<file path="config.mk">
export PLATFORM = sky130hd
export DESIGN_NAME = addr_arb_ctrl
export DESIGN_NICKNAME = d
export VERILOG_FILES = /design/src/rtl/addr_arb_pkg.sv /design/src/rtl/addr_window_track.sv /design/src/rtl/addr_arb_ctrl.sv
export SDC_FILE = /design/constraint.sdc
export NUM_CORES = 1
export LEC_CHECK = 0
export ABC_CLOCK_PERIOD_IN_PS = 1700
export BUFFER_PORTS_ARGS = -buffer_cell sky130_fd_sc_hd__buf_2
export CORE_AREA = 8 8 45 47
export CTS_CLUSTER_DIAMETER = 30
export DETAILED_ROUTE_END_ITERATION = 8
export DIE_AREA = 0 0 53 55
export GPL_TIMING_DRIVEN = 0
export HOLD_SLACK_MARGIN = 0.06
export SLEW_MARGIN = 20
export SYNTH_ARGS = -nofsm -noshare
export SYNTH_HDL_FRONTEND = slang
export SYNTH_SLANG_ARGS = --single-unit
</file>
<file path="constraint.sdc">
create_clock -name clk -period 1.7 [get_ports clk]
set_clock_uncertainty 0.2 [all_clocks]
set_input_delay 0.17 -clock clk [delete_from_list [all_inputs] [get_ports clk]]
set_output_delay 0.17 -clock clk [all_outputs]
set_load 0.03 [all_outputs]
</file>
<file path="src/rtl/addr_arb_pkg.sv">
package addr_arb_pkg;

    typedef enum logic [2:0] {
        ST_HOLD   = 3'd0,
        ST_IDLE   = 3'd1,
        ST_REQ    = 3'd2,
        ST_START  = 3'd3,
        ST_TENURE = 3'd4,
        ST_GAP    = 3'd5,
        ST_HALT   = 3'd6
    } arb_state_e;

endpackage

</file>
<file path="src/rtl/addr_window_track.sv">
module addr_window_track (
    input  logic clk,
    input  logic rst_n,
    input  logic ts_seen_i,
    input  logic close_i,
    output logic block_o
);
    logic busy_q;

    always_ff @(posedge clk or negedge rst_n) begin
        if (!rst_n) begin
            busy_q <= 1'b0;
        end else if (close_i) begin
            busy_q <= 1'b0;
        end else if (ts_seen_i) begin
            busy_q <= 1'b1;
        end
    end

    assign block_o = busy_q | ts_seen_i;

    // once a start was seen without a closing response, the next cycle is blocked
    a_r5_window_holds: assert property (@(posedge clk) disable iff (!rst_n)
        (ts_seen_i && !close_i) |=> block_o);

endmodule

</file>
<file path="src/rtl/addr_arb_ctrl.sv">
module addr_arb_ctrl
    import addr_arb_pkg::*;
#(
    parameter int GAP_CYCLES = 1
) (
    input  logic clk,
    input  logic rst_n,
    input  logic chkstop_i,
    input  logic req_valid_i,
    input  logic req_cancel_i,
    output logic req_pop_o,
    output logic bus_req_n_o,
    output logic bus_req_oe_o,
    input  logic bus_grant_n_i,
    input  logic bus_ts_n_i,
    input  logic addr_ack_n_i,
    input  logic addr_retry_n_i,
    output logic xfer_start_n_o
);
    localparam int CW = (GAP_CYCLES > 1) ? $clog2(GAP_CYCLES) : 1;
    localparam logic [CW-1:0] GAP_LOAD = CW'(GAP_CYCLES - 1);

    arb_state_e state_q, state_d;
    logic [CW-1:0] gap_q, gap_d;
    logic pending, retry, ack, grant_ok, win_block, own_ts;

    assign pending = req_valid_i & ~req_cancel_i;
    assign retry   = ~addr_retry_n_i;
    assign ack     = ~addr_ack_n_i;
    assign own_ts  = (state_q == ST_START);

    addr_window_track u_win (
        .clk       (clk),
        .rst_n     (rst_n),
        .ts_seen_i (~bus_ts_n_i | own_ts),
        .close_i   (ack | retry),
        .block_o   (win_block)
    );

    assign grant_ok = ~bus_grant_n_i & ~retry & ~win_block;

    // Next-state and gap counter
    always_comb begin
        state_d = state_q;
        gap_d   = gap_q;
        unique case (state_q)
            ST_HOLD: state_d = ST_IDLE;
            ST_IDLE: begin
                if (retry) begin
                    state_d = ST_GAP;
                    gap_d   = GAP_LOAD;
                end else if (pending && grant_ok) begin
                    state_d = ST_START;
                end else if (pending && bus_grant_n_i) begin
                    state_d = ST_REQ;
                end
            end
            ST_REQ: begin
                if (retry) begin
                    state_d = ST_GAP;
                    gap_d   = GAP_LOAD;
                end else if (!pending) begin
                    state_d = ST_IDLE;
                end else if (grant_ok) begin
                    state_d = ST_START;
                end
            end
            ST_START: state_d = ST_TENURE;
            ST_TENURE: begin
                if (retry) begin
                    state_d = ST_GAP;
                    gap_d   = GAP_LOAD;
                end else if (ack) begin
                    state_d = ST_IDLE;
                end
            end
            ST_GAP: begin
                if (retry) begin
                    gap_d = GAP_LOAD;
                end else if (gap_q == '0) begin
                    state_d = ST_IDLE;
                end else begin
                    gap_d = gap_q - 1'b1;
                end
            end
            ST_HALT: state_d = ST_HALT;
            default: state_d = ST_HALT;
        endcase
        if (chkstop_i) begin
            state_d = ST_HALT;
        end
    end

    // State register
    always_ff @(posedge clk or negedge rst_n) begin
        if (!rst_n) begin
            state_q <= ST_HOLD;
            gap_q   <= '0;
        end else begin
            state_q <= state_d;
            gap_q   <= gap_d;
        end
    end

    // Outputs
    always_comb begin
        bus_req_n_o    = (state_q != ST_REQ);
        bus_req_oe_o   = rst_n & (state_q != ST_HALT);
        xfer_start_n_o = (state_q != ST_START);
        req_pop_o      = (state_q == ST_TENURE) & ack & ~retry;
    end

    // no request without a pending transaction
    a_r1_req_needs_work: assert property (@(posedge clk) disable iff (!rst_n)
        (!req_valid_i && !chkstop_i) |=> bus_req_n_o);

    // the request is off in the cycle after a transfer start
    a_r2_gap_after_grant: assert property (@(posedge clk) disable iff (!rst_n)
        !xfer_start_n_o |=> bus_req_n_o);

    // a sampled retry turns the request off in the next cycle
    a_r3_retry_drops_req: assert property (@(posedge clk) disable iff (!rst_n)
        retry |=> bus_req_n_o);

    // a cancel withdraws the request and starts nothing
    a_r4_cancel_withdraws: assert property (@(posedge clk) disable iff (!rst_n)
        req_cancel_i |=> (bus_req_n_o && xfer_start_n_o));

    // no start directly after a blocked cycle
    a_r5_no_start_in_window: assert property (@(posedge clk) disable iff (!rst_n)
        win_block |=> xfer_start_n_o);

    // the transfer start lasts exactly one cycle
    a_r6_start_one_cycle: assert property (@(posedge clk) disable iff (!rst_n)
        !xfer_start_n_o |=> xfer_start_n_o);

    // the pop happens only together with an acknowledge
    a_r7_pop_with_ack: assert property (@(posedge clk) disable iff (!rst_n)
        req_pop_o |-> (ack && !retry));

    // a checkstop releases the request line
    a_r9_chkstop_hiz: assert property (@(posedge clk) disable iff (!rst_n)
        chkstop_i |=> !bus_req_oe_o);

endmodule

</file>
---- Word level (Yosys, flattened, before mapping) ----
Cells that the tools add are included.
Widths: inputs -> output; s select.
operators by class
  equality and inequality tests ........... 14
  $add $sub $neg .......................... 1
  bitwise logic cells ..................... 15
  mux-type cells .......................... 18
  multipliers ............................. 0
  $lt $le $gt $ge ......................... 0
  reductions and logical operators ........ 8
  shift-type cells ........................ 0
  div/mod/pow operators ................... 0
operators by type and width
  kind                 number
  $mux 3               11
  $pmux 3 s6           1
  $ne 5x5->1 const B   2
  $ne 3x3->1 const B   3
  $and 1x1->1          6
  $eq 3x2->1 const B   2
  $eq 3x3->1 const B   2
  $ne 3x2->1 const B   2
  $not 1->1            6
  $mux 1               5
  $reduce_and 5->1     1
  $ne 4x4->1 const B   1
  $reduce_bool 2->1    2
  $eq 3x1->1 const B   1
  $logic_not 3->1      1
  $or 1x1->1           3
  $reduce_or 3->1      1
  $logic_and 1x1->1    2
  $ne 2x2->1 const B   1
  $pmux 1 s2           1
  $reduce_and 2->1     1
  $sub 1x1->1 const B  1
word-level totals
  bits in read-only memories .............. 0
  output and inout port bits .............. 4
  register bits ........................... 5
  RAM bits ................................ 0
  latch bits .............................. 0
  memories kept ........................... 0

---- Longest topological paths before layout ----
Gate-level depths: netlist of the first run.
  word-level depth ........................ 10
  mapped depth ............................ 4

---- By module ----
Synthesis of the first run repeated with hierarchy kept, for this count alone.
second synthesis, totals
  cell total of the unflattened synthesis .. 41
  area, all modules ....................... 365.4 um^2
modules (own cells, without submodules)
  module             area an instance (um^2)  instances  cells an instance  sequential area each (um^2)
  addr_arb_ctrl      324.1                    1          38                 75.1
  addr_window_track  41.3                     1          3                  25.0

---- Least setup slack after synthesis of the first run ----
No wires, ideal clock.
  kind .................................... register to output
  from .................................... reg state_q[0]
  to ...................................... out req_pop_o
  cell stages (with the launch flop) ...... 3
  buffers on the path ..................... 0
  required time ........................... 1330 ps
  arrival ................................. 1352 ps
  slack ................................... -22 ps
  cell sequence ........................... dfrtp_1 -> and2b_2 -> nor3b_1
between the ends
  longest elaborated chain between the ends .. 3
RTL lines
  what                       line                  source
  start, declared            addr_arb_ctrl.sv:23   arb_state_e state_q, state_d;
  start signal, assigned     addr_arb_ctrl.sv:100  state_q <= state_d;
  $eq 3x3->1                 addr_arb_ctrl.sv:110  req_pop_o = (state_q == ST_TENURE) & ack & ~retry;
  $and 1x1->1 (2 in series)  addr_arb_ctrl.sv:110
  end, declared              addr_arb_ctrl.sv:11   output logic req_pop_o,
No other way between the ends.

---- Worst setup path in the final report of the first run ----
  from .................................... in addr_ack_n_i
  to ...................................... reg u_win.busy_q
between the ends
  longest elaborated chain between the ends .. 3
RTL lines
  what                                         line                     source
  start, declared                              addr_arb_ctrl.sv:16      input logic addr_ack_n_i,
  $not 1->1 (*)                                addr_arb_ctrl.sv:29      assign ack = ~addr_ack_n_i;
  $or 1x1->1 (*)                               addr_arb_ctrl.sv:36      .close_i (ack | retry),
  $mux 1 or $reduce_bool 2->1 (tied branches)  --
  end signal, assigned                         addr_window_track.sv:12  busy_q <= 1'b0;
  end signal, assigned                         addr_window_track.sv:14  busy_q <= 1'b0;
  end signal, assigned                         addr_window_track.sv:16  busy_q <= 1'b1;
  end, declared                                addr_window_track.sv:8   logic busy_q;
Mark *: on every way between the ends. The rest lies on a longest branch, timed or not.
A chain may end at the register's enable or synchronous reset.

==> metrics.cfg, run 1 <==
[sta]
max_slew_margin_pct=83.2
finalSetupViolations=0
timing.hold.ws_ps=65.2
worst_pin_slew_ps=252
slew_violations=0
hold_viol=0
fin_crit_sh_pct=96.4
period_needed_ps=1640
maxClockFrequency_ghz=0.610

[drt]
top_layer_used=met4
drt-initial-drc-count=7
wl_met2_um=488
routed_wl_mm=1.01
vias_per_cell=5.00
drtAntennaViolNets=0
wl_met1_um=410
via_count=360
dr.pass1.iters=4
drc=0
wl_met3_um=89
wl_per_cell_um=14.0

[global_route]
track_usage_pct=7.76
grt_pass1_wl_mm=1.64
grt_max_degree=9
grt_remaining_overflow=0
antenna_found_initial=0
grt_pass1_vias=381

[synth]
synth_area_leaders=dfrtp_1, mux2i_1, inv_1
synth_ff_type=dfrtp_1
synthesis.instances=37
synth.top_cell.area_share_pct=30.1
yosysSeqAreaShare_pct=30.1
synthArstFlopShare_pct=100
ys_ff_latch=4
syn-cell-area_um2=333
synth_area_per_cell_um2=9.00
synth_edf_count=0
synth_cell_types=24
synth_top_area_cell=dfrtp_1
synth_fp_nets=46
yosysWarnings=0

[setup_path]
cp_max_fo=3
cp.required_ps=1670
crit_slowest_cell=dlygate4sd3_1
crit_arrival_ps=1610
critPathCaptureType=flop
critPathBufInv=3
crit_type=input port to flop
critPathMaxStageDelay_ps=580
crit_chain=dlygate4sd3_1, buf_2, nand2_1, dlygate4sd3_1, a31oi_2
crit_path_frequent_cell=dlygate4sd3_1
critical_path.top_delay_family=buffers and inverters
critPathLaunchType=input port

[clock_network]
path_clk_slew_ps=40
ctsHtreeMaxLevel=1
cts_setup_buffers=0
cts.path.max_buffers=2
clock-sinks=4
insertion_delay_ps=250
cts_tree=built
root_buffer=clkbuf_4
cts-buffers-inserted=3

[placed_design]
placed_area_um2=418
hpwl_um=711
port_buffers=12
place_congestion=0.759

[outcome]
status=finished, final reports clean

[floorplan]
io_pins=13
fp.coreArea_um2=1380
initial_core_util_pct=24.1
die_h_um=55
fp.dieW_um=53
rows=14
die-area_um2=2920

[power_and_ir_drop]
p_per_area_nw_per_um2=513
ir_drop_mv=0.245
leakage_nw=0.218

[min_path]
hp-class=input port to asynchronous set/reset pin

[final_layout]
stdcell_area_um2=507
area_growth_pct=52.3
antenna_cells=0
n_fill_cell=137
final_nets=67
drive_above_1_share_pct=41.1

[flow_run]
drv_cap=0

## where the power goes
part	switching (mW)	leakage, nW	total (mW)	internal (mW)
Combinational	0.0180	0.161	0.0384	0.0204
Clock	0.0450	0.0138	0.124	0.0794
Sequential	0.000442	0.0429	0.0972	0.0967
Total	0.0635	0.218	0.260	0.197
## cells in the final DEF, fill, tap and decap left out
cell type / instances
buf_2: 9
inv_1: 4
clkbuf_4: 4
dlygate4sd3_1: 4
nand2_1: 3
mux2i_1: 2
o21ai_0: 2
a21o_1: 2
dfrtp_2: 2
dfrtp_1: 2
nand3b_1: 1
nor2_1: 1
and2b_2: 1
a21boi_1: 1
inv_2: 1
nor3b_2: 1
nor3b_1: 1
nand2b_1: 1
a41oi_2: 1
a221o_1: 1
nand4bb_1: 1
and3b_1: 1
or3b_1: 1
o22ai_2: 1
and3_1: 1
a22oi_2: 1
a31oi_2: 1
a22o_1: 1
a211oi_1: 1
a21oi_1: 1
dlymetal6s4s_1: 1
buf_4: 1
## through the flow
step | std cells | power (mW) | TNS, ps | util [%] | setup slack, ps
after floorplan | 37 | 0.109 | 0 | - | 14.9
after global placement | 65 | 0.126 | 0 | 30.2 | 131
after detailed placement | 65 | 0.127 | 0 | 30.2 | 127
after CTS | 73 | 0.264 | 0 | 35.6 | 13.9
after global routing | 72 | 0.276 | -8.38 | 36.6 | -8.38
final | 72 | 0.260 | 0 | 36.6 | 60.4
## cell usage after synthesis, types with 2 or more instances
| cell | instances |
|---|---|
| a21o_1 | 2 |
| dfrtp_1 | 4 |
| inv_1 | 5 |
| mux2i_1 | 2 |
| nand2_1 | 3 |
| nor3b_1 | 2 |
| o21ai_0 | 2 |
## worst reg2reg max path, cell delays in order (launching register included)
cell and delay [ps]:
dfrtp_2 450, nand3b_1 180, a41oi_2 180, a221o_1 320
mux2i_1 150
## path summary, 6_finish.rpt
check                                              start                       end  slack (ps)  cells after the start
worst max-delay path                        addr_ack_n_i  u_win.busy_q$_DFFE_PN0P_          60                      5
worst min-delay path                               rst_n    state_q[1]$_DFFE_PN0P_          70                      2
worst max register to register    state_q[1]$_DFFE_PN0P_    state_q[0]$_DFFE_PN0P_         110                      4
worst min register to register  u_win.busy_q$_DFFE_PN0P_  u_win.busy_q$_DFFE_PN0P_         400                      2
max in group asynchronous                          rst_n    state_q[0]$_DFFE_PN0P_        1080                      2
min in group clk                          addr_retry_n_i    state_q[1]$_DFFE_PN0P_          90                      3
## layout make-up
cell class	count	area (µm²)	share of cell area, %
tap	16	20.0	3.95
timing repair buffer	16	113	22.2
sequential	4	103	20.2
multi-input combinational	28	230	45.4
clock buffer	3	22.5	4.44
inverter	5	18.8	3.70
## per-layer routing
metal,up-vias,global-route usage (%)
met3,2,4.01
met1,163,8.37
met5,-,0
li1,181,-
met4,0,6.47
met2,14,11.1
## kinds of logic after synthesis
logic type / share of synthesized area, %
AO/OA/AOI/OAI: 32.0
buffers and inverters: 5.64
flip-flops: 30.1
multiplexers: 6.02
AND/OR/NAND/NOR: 26.3
## flip-flops by register name, summed over array words and instances, names as in the netlist
signal / count
u_win.busy_q: 1
state_q: 3
## timing repair
action	4_1_cts	5_1_grt
pin swaps	0	1
gates resized for setup	1	7
hold buffers	5	0
gates cloned	0	0
setup endpoints to repair	1	4
hold endpoints to repair	6	0
Power figures use the tool's default switching activity.
==> run 2, diff against run 1 <==
- ABC_CLOCK_PERIOD_IN_PS: 1700 -> 1400
- clock period: 1.7 -> 1.4 ns (I/O delays scaled with it)
==> metrics.cfg, run 2 (synthesis results as in run 1) <==
[outcome]
status=finished with violations
violations=negative setup slack

[clock_network]
cts-hold-fix-buffers=4
root_buffer=clkbuf_4
clock-sinks=4
path_clk_slew_ps=40
ctsHtreeMaxLevel=1
insertion_delay_ps=240
cts.path.max_buffers=2
cts_tree=built
cts-buffers-inserted=3

[sta]
max_slew_margin_pct=84.7
setup_ws_ps=-187
hold_viol=0
slew_violations=0
fin_crit_sh_pct=113
rsz0062_at_grt=yes
maxClockFrequency_ghz=0.630
period_needed_ps=1590
finalSetupViolations=6
worst_pin_slew_ps=229

[global_route]
antenna_found_initial=0
grt_max_degree=8
grt_pass1_wl_mm=1.52
grt_pass1_vias=352
grt_remaining_overflow=0
track_usage_pct=6.90

[setup_path]
reg2reg_depth=4
critPathLaunchType=flop
crit_chain=and2b_2, nor3b_2, buf_4
cp_max_fo=7
worst_r2r_startpoint=state_q[1]$_DFFE_PN0P_
critPathCaptureType=output pin
crit_slowest_cell=dfrtp_2
endpoint=req_pop_o
critPathMaxStageDelay_ps=440
crit_type=flop to output pin
r2r_slack_ps=-130
r2r-end=state_q[0]$_DFFE_PN0P_
cp-startpoint=state_q[0]$_DFFE_PN0P_
crit_arrival_ps=1250
cp.required_ps=1060

[final_layout]
stdcell_area_um2=536
reg_top3=state_q x3, u_win.busy_q x1
antenna_cells=0
regMostFlops=state_q
layout_commonest_cell=buf_2
drive_above_1_share_pct=47.5
largest_reg_flops=3
area_growth_pct=60.9
final_nets=70
final_cell_mix=buf_2, inv_1, dlygate4sd3_1, buf_4

[drt]
via_count=361
drtAntennaViolNets=0
wl_per_cell_um=12.5
routed_wl_um=941
drc=0
dr.pass1.iters=2
wl_met1_um=465
wl_met2_um=375
drt-initial-drc-count=4
vias_per_cell=4.81
top_layer_used=met4
wl_met3_um=89

[min_path]
hp-class=input port to flop

[power_and_ir_drop]
power_frac_seq_pct=37.9
leakage_nw=0.232
p_int_mw=0.237
p_per_area_nw_per_um2=580
ir_drop_mv=0.364
pwr-share-clk_pct=48.2
comb_power_share_pct=13.9
switchingPower_mw=0.0740
swShare_pct=23.8

[placed_design]
pre_cts_slack_ps=-178
port_buffers=12
placed_area_um2=418
place_congestion=0.766
hpwl_um=678

[floorplan]
io_pins=13
fp.dieW_um=53
rows=14
initial_core_util_pct=24.1
fp.coreArea_um2=1380
die-area_um2=2920
die_h_um=55

[flow_run]
drv_cap=0

-- run 2: cell count changes in the layout (fill, tap and decap cells not counted) --
cell	delta
buf_4	+3
buf_6	+3
a31oi_1	+1
a31oi_2	-1
buf_2	-1
clkbuf_4	-1
dfrtp_1	-1
dfrtp_2	+1
dlymetal6s4s_1	-1
nand2_1	-1
nand2_2	+1
-- run 2: what timing repair did --
item,CTS,global route
pin swaps,4,0
gates resized for setup,11,2
endpoints found under the setup margin,6,7
endpoints found under the hold margin,6,1
buffers inserted,3,0
-- run 2: through the flow --
step	setup TNS [ps]	total power [mW]	utilization (%)	cells	hold slack (ps)
floorplan	-467	0.132	-	37	-356
global placement	-259	0.153	30.2	65	-249
detailed placement	-322	0.153	30.2	65	-249
CTS	-661	0.312	38.6	75	24.7
global route	-1060	0.322	38.7	75	49.5
finish	-632	0.311	38.7	75	28.9
-- run 2: worst min-delay path by stage --
stage / start / to / cells after the start
after floorplan: rst_n / state_q[0]$_DFFE_PN0P_ / 0
after global placement: rst_n / u_win.busy_q$_DFFE_PN0P_ / 1
after detailed placement: rst_n / state_q[1]$_DFFE_PN0P_ / 1
after CTS: addr_retry_n_i / u_win.busy_q$_DFFE_PN0P_ / 3
after global routing: addr_retry_n_i / u_win.busy_q$_DFFE_PN0P_ / 3
final: addr_retry_n_i / u_win.busy_q$_DFFE_PN0P_ / 3
-- run 2: power by group through the flow --
stage                     logic [mW]  registers, mW  clock network, mW
after global placement        0.0335          0.119                  0
after global routing          0.0488          0.118              0.155
final                         0.0433          0.118              0.150
after floorplan               0.0126          0.119                  0
after detailed placement      0.0340          0.119                  0
after CTS                     0.0438          0.118              0.151
-- run 2: cell type report --
type	instances	area, µm²
multi-input cells	28	226
fillers	138	848
flip-flops and latches	4	104
inverters	5	18.8
clock buffers	3	22.5
repair buffers	19	144
well taps	16	20.0
-- run 2: metal layers --
metal	global-route usage, %	up-vias
met5	0	-
met4	2.59	0
met3	3.21	2
met2	9.18	14
met1	9.31	162
li1	-	183
-- run 2: critical path: cells and delay by family (launching register included) --
| family | cells | cell delay, ps |
|---|---|---|
| buffers and inverters | 1 | 180 |
| flip-flops | 1 | 440 |
| AND/OR/NAND/NOR | 2 | 390 |
==> run 3, diff against run 2 <==
- GPL_TIMING_DRIVEN: 0 -> default
==> metrics.cfg, run 3 (synthesis results as in run 1) <==
[power_and_ir_drop]
power_frac_seq_pct=36.7
leakage_nw=0.266
switchingPower_mw=0.0759
pwr-share-clk_pct=45.2
p_per_area_nw_per_um2=530
p_total_mw=0.321
ir_drop_mv=0.305
comb_power_share_pct=18.1
swShare_pct=23.6
p_int_mw=0.245

[floorplan]
fp.coreArea_um2=1380
die_h_um=55
die-area_um2=2920
initial_core_util_pct=24.1
fp.dieW_um=53
rows=14
io_pins=13

[global_route]
antenna_found_initial=0
busiest_layer=met2
grt_remaining_overflow=0
grt_pass1_wl_mm=1.82
grt_pass1_vias=436
grt_max_degree=8
track_usage_pct=8.59
grtUsageMet3_pct=1.34
grt_use_met2_pct=13.3
met1_usage_pct=10.1

[drt]
drc=0
vias_per_cell=4.86
via_count=403
dr.pass1.iters=4
drtAntennaViolNets=0
routed_wl_mm=1.15
drt-initial-drc-count=3
wl_per_cell_um=13.9

[clock_network]
root_buffer=clkbuf_4
cts-buffers-inserted=3
insertion_delay_ps=230
ctsHtreeMaxLevel=1
cts.path.max_buffers=2
cts_tree=built
clock-sinks=4
path_clk_slew_ps=40

[sta]
finalSetupViolations=6
worst_pin_slew_ps=253
max_slew_margin_pct=83.1
slew_violations=0
setup_ws_ps=-149
fin_crit_sh_pct=111
timing.hold.ws_ps=110
hold_viol=0
period_needed_ps=1550
rsz0062_at_grt=yes
maxClockFrequency_ghz=0.645

[final_layout]
largest_reg_flops=3
layout_commonest_cell=buf_4
area_growth_pct=82.0
stdcell_area_um2=606
reg_top3=state_q x3, u_win.busy_q x1
final_nets=78
multi_input_area_um2=239
antenna_cells=0
post-route-util_pct=43.8
final_cell_mix=buf_4, buf_2, dlygate4sd3_1
drive_above_1_share_pct=49.3
regMostFlops=state_q
n_fill_cell=154
seq_area_um2=103

[min_path]
hp-class=input port to asynchronous set/reset pin

[outcome]
violations=negative setup slack
status=finished with violations

[setup_path]
critPathCaptureType=output pin
crit_arrival_ps=1210
critPathLaunchType=flop
crit_type=flop to output pin
cp.required_ps=1060
cp_max_fo=6

[flow_run]
drv_cap=0

[placed_design]
port_buffers=12
place_congestion=0.876
hpwl_um=806
placed_area_um2=463

==> run 3: final timing paths <==
kind / slack (ps) / cells past startpoint / end / startpoint
setup / recovery: -150 / 3 / req_pop_o / state_q[0]$_DFFE_PN0P_
hold / removal: 110 / 2 / u_win.busy_q$_DFFE_PN0P_ / rst_n
setup reg to reg: -130 / 5 / state_q[0]$_DFFE_PN0P_ / state_q[1]$_DFFE_PN0P_
hold reg to reg: 400 / 2 / u_win.busy_q$_DFFE_PN0P_ / u_win.busy_q$_DFFE_PN0P_
max in group asynchronous: 690 / 2 / state_q[0]$_DFFE_PN0P_ / rst_n
min in group clk: 130 / 3 / state_q[2]$_DFFE_PN0P_ / addr_retry_n_i
==> run 3: what timing repair did <==
action                                 in CTS  in global routing
endpoints found under the hold margin       6                  0
buffers inserted                            2                  1
pin swaps                                   3                  5
setup endpoints to repair                   6                  7
gates resized for setup                     7                  4
hold buffers                                6                  0
==> run 3: stage by stage <==
step	cells	setup WS, ps	TNS, ps
6_report	83	-149	-687
5_1_grt	83	-205	-1020
4_1_cts	82	-177	-805
3_5_place_dp	71	-102	-179
3_3_place_gp	71	-61.4	-100
2_1_floorplan	37	-233	-467
==> run 3: cell type report <==
type                    instances  area share (%)
well taps                      16            3.31
multi-input cells              28            39.5
inverters                       5            3.10
repair buffers                 27            33.5
clock buffers                   3            3.72
flip-flops and latches          4            16.9
==> run 3: power by group through the flow <==
stage / clock [mW] / sequential [mW] / combinational (mW)
2_1_floorplan: 0 / 0.119 / 0.0126
6_report: 0.145 / 0.118 / 0.0582
5_1_grt: 0.156 / 0.118 / 0.0640
3_3_place_gp: 0 / 0.119 / 0.0389
3_5_place_dp: 0 / 0.119 / 0.0396
4_1_cts: 0.155 / 0.118 / 0.0535
==> run 3: layer usage <==
metal  vias up  share of wire (%)
met1       190                 41
met5         -                  0
met2        13                 53
met3         0                5.6
li1        200                  -
met4         0                  0
==> run 3: critical path, cell delays in order, from the launching register on <==
cell	delay (ps)
dfrtp_2	420
and2b_2	220
nor3b_2	150
buf_4	180
